--- config.mk ---
export PLATFORM = sky130hd
export DESIGN_NAME = rom_rd_ctrl
export DESIGN_NICKNAME = d
export VERILOG_FILES = /design/src/rtl/rom_rd_pkg.sv /design/src/rtl/rom_rd_timer.sv /design/src/rtl/rom_rd_capture.sv /design/src/rtl/rom_rd_ctrl.sv
export SDC_FILE = /design/constraint.sdc
export NUM_CORES = 1
export LEC_CHECK = 0
export BUFFER_PORTS_ARGS = -buffer_cell sky130_fd_sc_hd__buf_2
export CAP_MARGIN = 20
export CORE_AREA = 2 2 65 67
export CTS_CLUSTER_SIZE = 30
export DETAILED_ROUTE_END_ITERATION = 8
export DIE_AREA = 0 0 67 69
export GPL_TIMING_DRIVEN = 0
export PLACE_DENSITY = 0.71
export SYNTH_ARGS = -nofsm -noshare
export SYNTH_HDL_FRONTEND = slang
export SYNTH_SLANG_ARGS = --single-unit
--- constraint.sdc ---
create_clock -name clk -period 1.6 [get_ports clk]
set_input_delay 0.24 -clock clk [delete_from_list [all_inputs] [get_ports clk]]
set_output_delay 0.24 -clock clk [all_outputs]
set_load 0.05 [all_outputs]
--- src/rtl/rom_rd_pkg.sv ---
`timescale 1ns/100ps
package rom_rd_pkg;

  typedef enum logic [2:0] {
    ST_IDLE, ST_SETUP, ST_OE, ST_WAIT, ST_CAPT, ST_FLOAT
  } rd_state_e;

  // Picosecond delay to whole clock cycles, rounded up.
  function automatic int unsigned to_cycles(input int unsigned t_ps, input int unsigned clk_ps);
    return (t_ps + clk_ps - 1) / clk_ps;
  endfunction

  function automatic int unsigned at_least_one(input int unsigned v);
    return (v == 0) ? 1 : v;
  endfunction

  // Cycles with select low before the gate may open.
  function automatic int unsigned lead_cycles(input int unsigned aa, input int unsigned oe);
    return at_least_one((aa > oe) ? aa - oe : 0);
  endfunction

  // Cycles spent in the wait state (gate open, before capture cycle).
  function automatic int unsigned wait_cycles(input int unsigned oe);
    return at_least_one((oe > 1) ? oe - 1 : 0);
  endfunction

  function automatic int unsigned max3(input int unsigned a, input int unsigned b, input int unsigned c);
    int unsigned m;
    m = (a > b) ? a : b;
    return (m > c) ? m : c;
  endfunction

endpackage

--- src/rtl/rom_rd_timer.sv ---
`timescale 1ns/100ps
module rom_rd_timer #(
  parameter int unsigned CNT_W = 4
) (
  input  logic             clk,
  input  logic             rst_n,
  input  logic             load,
  input  logic [CNT_W-1:0] load_val,
  output logic             expired
);
  logic [CNT_W-1:0] cnt_q;

  always_ff @(posedge clk or negedge rst_n) begin
    if (!rst_n)            cnt_q <= '0;
    else if (load)         cnt_q <= load_val;
    else if (cnt_q != '0)  cnt_q <= cnt_q - 1'b1;
  end

  assign expired = (cnt_q == '0);
endmodule

--- src/rtl/rom_rd_capture.sv ---
`timescale 1ns/100ps
module rom_rd_capture #(
  parameter int unsigned DATA_W = 16
) (
  input  logic              clk,
  input  logic              rst_n,
  input  logic              sample,
  input  logic [DATA_W-1:0] bus,
  output logic              done,
  output logic [DATA_W-1:0] word
);
  always_ff @(posedge clk or negedge rst_n) begin
    if (!rst_n) begin
      done <= 1'b0;
      word <= '0;
    end else begin
      done <= sample;
      if (sample) word <= bus;
    end
  end
endmodule

--- src/rtl/rom_rd_ctrl.sv ---
`timescale 1ns/100ps
module rom_rd_ctrl
  import rom_rd_pkg::*;
#(
  parameter int unsigned ADDR_W  = 15,
  parameter int unsigned DATA_W  = 16,
  parameter int unsigned CLK_PS  = 10000,
  parameter int unsigned T_AA_PS = 35000,
  parameter int unsigned T_OE_PS = 18000,
  parameter int unsigned T_DF_PS = 18000
) (
  input  logic              clk,
  input  logic              rst_n,
  input  logic              req_valid,
  output logic              req_ready,
  input  logic [ADDR_W-1:0] req_addr,
  input  logic              req_sig,
  output logic              rsp_done,
  output logic [DATA_W-1:0] rsp_data,
  output logic [ADDR_W-1:0] rom_addr,
  output logic              rom_ce_n,
  output logic              rom_oe_n,
  output logic              rom_sig_sel,
  input  logic [DATA_W-1:0] rom_dq
);
  localparam int unsigned AA_CYC    = to_cycles(T_AA_PS, CLK_PS);
  localparam int unsigned OE_CYC    = to_cycles(T_OE_PS, CLK_PS);
  localparam int unsigned FLOAT_CYC = at_least_one(to_cycles(T_DF_PS, CLK_PS));
  localparam int unsigned LEAD_CYC  = lead_cycles(AA_CYC, OE_CYC);
  localparam int unsigned WAIT_CYC  = wait_cycles(OE_CYC);
  localparam int unsigned CNT_W     = $clog2(max3(LEAD_CYC, WAIT_CYC, FLOAT_CYC) + 1);

  rd_state_e        st_q, st_d;
  logic [ADDR_W-1:0] addr_q;
  logic              sig_q;
  logic              tmr_load;
  logic [CNT_W-1:0]  tmr_val;
  logic              tmr_expired;

  // Named events for the checker.
  logic accept_evt, sample_evt, release_evt;
  assign accept_evt  = req_valid && req_ready;
  assign sample_evt  = (st_q == ST_CAPT);
  assign release_evt = (st_q == ST_FLOAT) && tmr_expired;

  always_comb begin
    st_d     = st_q;
    tmr_load = 1'b0;
    tmr_val  = '0;
    case (st_q)
      ST_IDLE:  if (req_valid) begin
                  st_d     = ST_SETUP;
                  tmr_load = 1'b1;
                  tmr_val  = CNT_W'(LEAD_CYC - 1);
                end
      ST_SETUP: if (tmr_expired) st_d = ST_OE;
      ST_OE:    begin
                  st_d     = ST_WAIT;
                  tmr_load = 1'b1;
                  tmr_val  = CNT_W'(WAIT_CYC - 1);
                end
      ST_WAIT:  if (tmr_expired) st_d = ST_CAPT;
      ST_CAPT:  begin
                  st_d     = ST_FLOAT;
                  tmr_load = 1'b1;
                  tmr_val  = CNT_W'(FLOAT_CYC - 1);
                end
      ST_FLOAT: if (tmr_expired) st_d = ST_IDLE;
      default:  st_d = ST_IDLE;
    endcase
  end

  always_ff @(posedge clk or negedge rst_n) begin
    if (!rst_n) begin
      st_q   <= ST_IDLE;
      addr_q <= '0;
      sig_q  <= 1'b0;
    end else begin
      st_q <= st_d;
      if (accept_evt) begin
        addr_q <= req_addr;
        sig_q  <= req_sig;
      end
    end
  end

  rom_rd_timer #(.CNT_W(CNT_W)) u_timer (
    .clk      (clk),
    .rst_n    (rst_n),
    .load     (tmr_load),
    .load_val (tmr_val),
    .expired  (tmr_expired)
  );

  rom_rd_capture #(.DATA_W(DATA_W)) u_capture (
    .clk    (clk),
    .rst_n  (rst_n),
    .sample (sample_evt),
    .bus    (rom_dq),
    .done   (rsp_done),
    .word   (rsp_data)
  );

  assign req_ready   = (st_q == ST_IDLE);
  assign rom_addr    = addr_q;
  assign rom_ce_n    = !(st_q inside {ST_SETUP, ST_OE, ST_WAIT, ST_CAPT});
  assign rom_oe_n    = !(st_q inside {ST_OE, ST_WAIT, ST_CAPT});
  assign rom_sig_sel = sig_q && !rom_ce_n;
endmodule


==> results of run 1 <==
-- Yosys cell counts, drive strengths merged --
library cell	n
a21oi	3
dfrtp	38
inv	5
o21ai	1
nor3	3
buf	6
o22ai	1
a211oi	1
nor2	6
a221oi	1
ha	1
mux2	32
nand2	1
nor4	1
nand3	2
xnor2	3
and2	1
-- path summary, 6_finish.rpt --
path,from,end,slack [ps],depth (start not counted)
worst max-delay path,st_q[1]$_DFFE_PN0P_,rom_oe_n,20,5
worst min-delay path,rst_n,u_capture.word[10]$_DFFE_PN0N_,60,1
worst max register to register,st_q[1]$_DFFE_PN0P_,rom_addr[4]$_DFFE_PN0P_,70,5
worst min register to register,u_capture.word[5]$_DFFE_PN0N_,u_capture.word[5]$_DFFE_PN0N_,500,1
max in group asynchronous,rst_n,st_q[1]$_DFFE_PN0P_,1030,1
min in group clk,req_sig,sig_q$_DFFE_PN0P_,190,2
-- sequential cells by signal, indices dropped and copies added, names as in the netlist --
name            count
u_capture.done      1
st_q                3
rom_addr           15
u_timer.cnt_q       2
sig_q               1
u_capture.word     16
-- logic make-up after synthesis --
logic type / Yosys count / share of synthesized area (%)
simple gates: 14 / 5.39
flops: 38 / 59.4
xor+xnor: 3 / 1.64
buf+inv: 11 / 5.78
fa+ha+maj: 1 / 0.781
mux: 32 / 24.4
compound gates: 7 / 2.66
-- placed cells by master, fill, tap and decap left out, drive strengths merged --
| cell type | netlist | layout |
|---|---|---|
| buf | 6 | 82 |
| dfrtp | 38 | 38 |
| mux2 | 32 | 32 |
| clkbuf | 0 | 6 |
| nor2 | 6 | 6 |
| inv | 5 | 5 |
| nor3 | 3 | 3 |
| xnor2 | 3 | 3 |
| a21oi | 3 | 3 |
| nand3 | 2 | 2 |
| nand2 | 1 | 1 |
| nor4 | 1 | 1 |
| a221oi | 1 | 1 |
| and2 | 1 | 1 |
| o21ai | 1 | 1 |
| a211oi | 1 | 1 |
| o22ai | 1 | 1 |
| ha | 1 | 1 |
| clkinv | 0 | 1 |
| clkinvlp | 0 | 1 |
-- per-layer routing --
layer  up-vias  routed length (µm)  global-route usage (%)
li1        526                   -                       -
met1       538                1290                    18.3
met2        52                1630                    26.4
met3         4                 217                    3.92
met4         0                  29                    6.12
met5         -                   0                       0
-- final cells by class --
type	instances	area share (%)
Multi-Input combinational cell	57	27.7
Sequential cell	38	42.6
Clock buffer	6	3.70
Timing Repair Buffer	77	18.7
Inverter	5	1.06
Clock inverter	2	0.560
Buffer	5	2.91
Tap cell	50	2.80
-- repair_timing --
action,CTS,global route
resized for setup,7,2
setup buffers,3,4
pin swaps,1,0
hold buffers,0,0
endpoints found under the setup margin,11,13
-- metrics by stage --
stage / std cells / utilization [%] / cell area [µm²]
after floorplan: 106 / - / 1660
after global placement: 226 / 52.9 / 2070
after detailed placement: 226 / 52.9 / 2070
after CTS: 237 / 56.4 / 2210
after global routing: 240 / 57.1 / 2230
final: 240 / 57.1 / 2230
==> flow_metrics.env, run 1 <==
export IMPL_clkTransAtPathRegs_ps=70
export IMPL_max_slew_margin_pct=45.0
export IMPL_crit_slowest_cell="dfrtp_1"
export IMPL_critical_path_max_stage_delay_ps=370
export IMPL_rsz0062_at_grt="true"
export IMPL_crit_required_ps=1360
export IMPL_drt_pass1_iter_count=4
export IMPL_drive_above_1_share_pct=67.9
export IMPL_grt_pass1_wl_mm=5.49
export IMPL_crit_path_end_kind="output port"
export IMPL_port_buffers=70
export IMPL_grt_max_degree=39
export IMPL_multi_input_area_um2=619
export IMPL_cp_arrival_ps=1340
export IMPL_crit_family="buffers and inverters"
export IMPL_synth_top_area_share_pct=59.4
export IMPL_gp_congestion=0.811
export IMPL_grt_use_total_pct=15.5
export IMPL_setup_tns_ps=0
export IMPL_seq_area_um2=951
export IMPL_clk_latency_ps=280
export IMPL_grt_overflow=0
export IMPL_nets=225
export IMPL_synthDistinctLibCells=22
export IMPL_htreeDepth=2
export IMPL_antenna_found_initial=0
export IMPL_cts_buffers=5
export IMPL_worst_path_max_fanout=6
export IMPL_drv_slew=0
export IMPL_synth_seq_cells=38
export IMPL_io_pins=71
export IMPL_clock_tree_root_cell="clkbuf_8"
export IMPL_rows=23
export IMPL_wl_per_cell_um=13.2
export IMPL_clk_path_buf_depth=2
export IMPL_yosysWarnings=0
export IMPL_path_buf_inv=3
export IMPL_drt_wl_total_mm=3.17
export IMPL_setup_viol=0
export IMPL_fillers=334
export IMPL_drv_cap=0
export IMPL_crit_path_start_kind="flip-flop"
export IMPL_final_antenna_net_count=0
export IMPL_critical_path_class="flip-flop to output port"
export IMPL_fin_hold_ws_ps=57.3
export IMPL_grt_pass1_vias=1217
export IMPL_status="completed"
export IMPL_syn_num_nets=142
export IMPL_path_common_cell="buf_6"
export IMPL_dp_hpwl_mm=2.28
export IMPL_die_area_um2=4620
export IMPL_worst_pin_slew_ps=826
export IMPL_min_period_ps=1580
export IMPL_fmaxAchievable_ghz=0.632
export IMPL_synth_seq_area_share_pct=59.4
export IMPL_cts_sinks=38
export IMPL_hold_viol=0
export IMPL_hp_class="input pin to async pin"
export IMPL_antenna_cells=0
export IMPL_die_h_um=69
export IMPL_die_w_um=67
export IMPL_fin_ws_ps=18.5
export IMPL_path_cells="buf_6 -> nor3_4 -> buf_12 -> a21oi_4 -> buf_6"
export IMPL_cts_tree="yes"
export IMPL_first_iter_violations=33
export IMPL_post_route_period_util_pct=98.8
export IMPL_syn_avg_cell_area_um2=15.1
export IMPL_start_util_pct=40.9
export IMPL_syn_area_um2=1600
export IMPL_vias_per_cell=4.67
export IMPL_drc_errors=0
export IMPL_synth_area_leaders="dfrtp_1, mux2_2, mux2_4"
export IMPL_yosysTopAreaCell="dfrtp_1"
export IMPL_fin_skew_ps=5.38
export IMPL_pre_cts_ws_ps=-88.4
export IMPL_area_growth_pct=39.5
export IMPL_vias=1120
export IMPL_core_region_area_um2=3910
export IMPL_syn_inst=106
Power of run 1 is left out: the tool's default activity adds up to more than one toggle a clock period on the data nets, which glitch-free logic cannot reach.
==> inputs of run 2 (changes only) <==
CORE_AREA = 2 2 77 57   (was 2 2 65 67)
DIE_AREA = 0 0 79 59   (was 0 0 67 69)
HOLD_SLACK_MARGIN = 0.1   (was not set)
==> run 2 against run 1 <==
Cell area rose by 2.0%. Global-route usage shrank 1.4 points. Sequential share of layout area down 0.82 points. Critical endpoint unchanged.
==> flow_metrics.env, run 2 (synthesis results as in run 1) <==
export IMPL_grt_pass1_vias=1097
export IMPL_grt_overflow=0
export IMPL_fin_skew_ps=6.04
export IMPL_max_slew_margin_pct=44.6
export IMPL_fmaxAchievable_ghz=0.634
export IMPL_largest_register_ffs=16
export IMPL_crit_path_start_kind="flip-flop"
export IMPL_core_region_area_um2=3850
export IMPL_stdcell_area_um2=2280
export IMPL_nets=226
export IMPL_clkTransAtPathRegs_ps=70
export IMPL_drv_slew=0
export IMPL_port_buffers=70
export IMPL_hold_viol=0
export IMPL_clock_tree_root_cell="clkbuf_8"
export IMPL_critical_path_class="flip-flop to output port"
export IMPL_cts_buffers=5
export IMPL_area_growth_pct=42.3
export IMPL_first_iter_violations=42
export IMPL_rows=19
export IMPL_vias_per_cell=4.61
export IMPL_final_cell_mix="buf_2, dfrtp_1, mux2_4"
export IMPL_final_common_cell="buf_2"
export IMPL_min_period_ps=1580
export IMPL_crit_path_end_kind="output port"
export IMPL_rsz0062_at_grt="true"
export IMPL_start_util_pct=41.6
export IMPL_crit_required_ps=1360
export IMPL_gp_congestion=0.683
export IMPL_final_antenna_net_count=0
export IMPL_wl_per_cell_um=13.0
export IMPL_clk_path_buf_depth=2
export IMPL_fin_cells=242
export IMPL_io_pins=71
export IMPL_post_route_period_util_pct=98.6
export IMPL_dp_hpwl_mm=2.24
export IMPL_drive_above_1_share_pct=66.3
export IMPL_grt_pass1_wl_mm=4.97
export IMPL_die_area_um2=4660
export IMPL_clk_latency_ps=280
export IMPL_grt_use_total_pct=14.1
export IMPL_drv_cap=0
export IMPL_drt_pass1_iter_count=4
export IMPL_hp_class="input pin to flip-flop"
export IMPL_regMostFlops="u_capture.word"
export IMPL_antenna_cells=0
export IMPL_rrSetupSlack_ps=80
export IMPL_fillers=317
export IMPL_die_w_um=79
export IMPL_worst_pin_slew_ps=832
export IMPL_multi_input_area_um2=619
export IMPL_cts_sinks=38
export IMPL_setup_viol=0
export IMPL_dp_cells=228
export IMPL_cts_tree="yes"
export IMPL_drt_wl_total_mm=3.14
export IMPL_seq_area_um2=951
export IMPL_worst_path_max_fanout=7
export IMPL_drc_errors=0
export IMPL_htreeDepth=2
export IMPL_antenna_found_initial=0
export IMPL_status="completed"
export IMPL_grt_max_degree=39
export IMPL_fin_util_pct=59.2
export IMPL_placed_cell_area_um2=2070
export IMPL_die_h_um=59
export IMPL_cp_arrival_ps=1340
export IMPL_vias=1116
==> run 2: routing by layer <==
metal	routed length, µm	share of wire [%]	global-route usage [%]
met2	1400	45	22.6
met5	0	0	0
met3	324	10	5.49
met4	23	0.73	5.17
met1	1390	44	17.6
==> run 2: layout make-up <==
cell class	instances	share of cell area (%)
Clock buffer	7	3.35
Sequential cell	38	41.7
Buffer	6	3.73
Tap cell	52	2.86
Multi-Input combinational cell	57	27.2
Timing Repair Buffer	77	20.1
Inverter	5	1.04
==> run 2: worst paths after layout <==
| path | endpoint | from | cells past startpoint |
|---|---|---|---|
| min in group asynchronous | rom_addr[12]$_DFFE_PN0P_ | rst_n | 2 |
| max | rom_oe_n | st_q[1]$_DFFE_PN0P_ | 5 |
| min reg2reg | rom_addr[0]$_DFFE_PN0P_ | rom_addr[0]$_DFFE_PN0P_ | 1 |
| max reg2reg | rom_addr[11]$_DFFE_PN0P_ | st_q[1]$_DFFE_PN0P_ | 6 |
| min | rom_addr[9]$_DFFE_PN0P_ | req_addr[9] | 2 |
| max in group asynchronous | u_capture.word[12]$_DFFE_PN0N_ | rst_n | 2 |
==> run 2: critical path, cell delays in order (launching register included) <==
cell     delay [ps]
dfrtp_1         370
buf_6           140
nor3_4          240
buf_12          130
a21oi_4          30
buf_8           150
==> run 2: repair_timing <==
item,CTS,global route
setup buffers,4,1
endpoints found under the setup margin,11,13
gates resized for setup,8,4
gates cloned,0,1
endpoints found under the hold margin,38,0
hold buffers,1,0
pin swaps,1,0
==> run 2: through the flow <==
| step | hold WS (ps) | TNS, ps | setup WS [ps] |
|---|---|---|---|
| final | 185 | 0 | 21.9 |
| after global routing | 176 | -94.0 | -56.2 |
| after CTS | 177 | -4.72 | -4.72 |
| after detailed placement | 386 | -271 | -98.2 |
| after global placement | 357 | -75.5 | -75.5 |
| after floorplan | -55.6 | -4120 | -286 |
Power of run 2 is left out for the same reason.
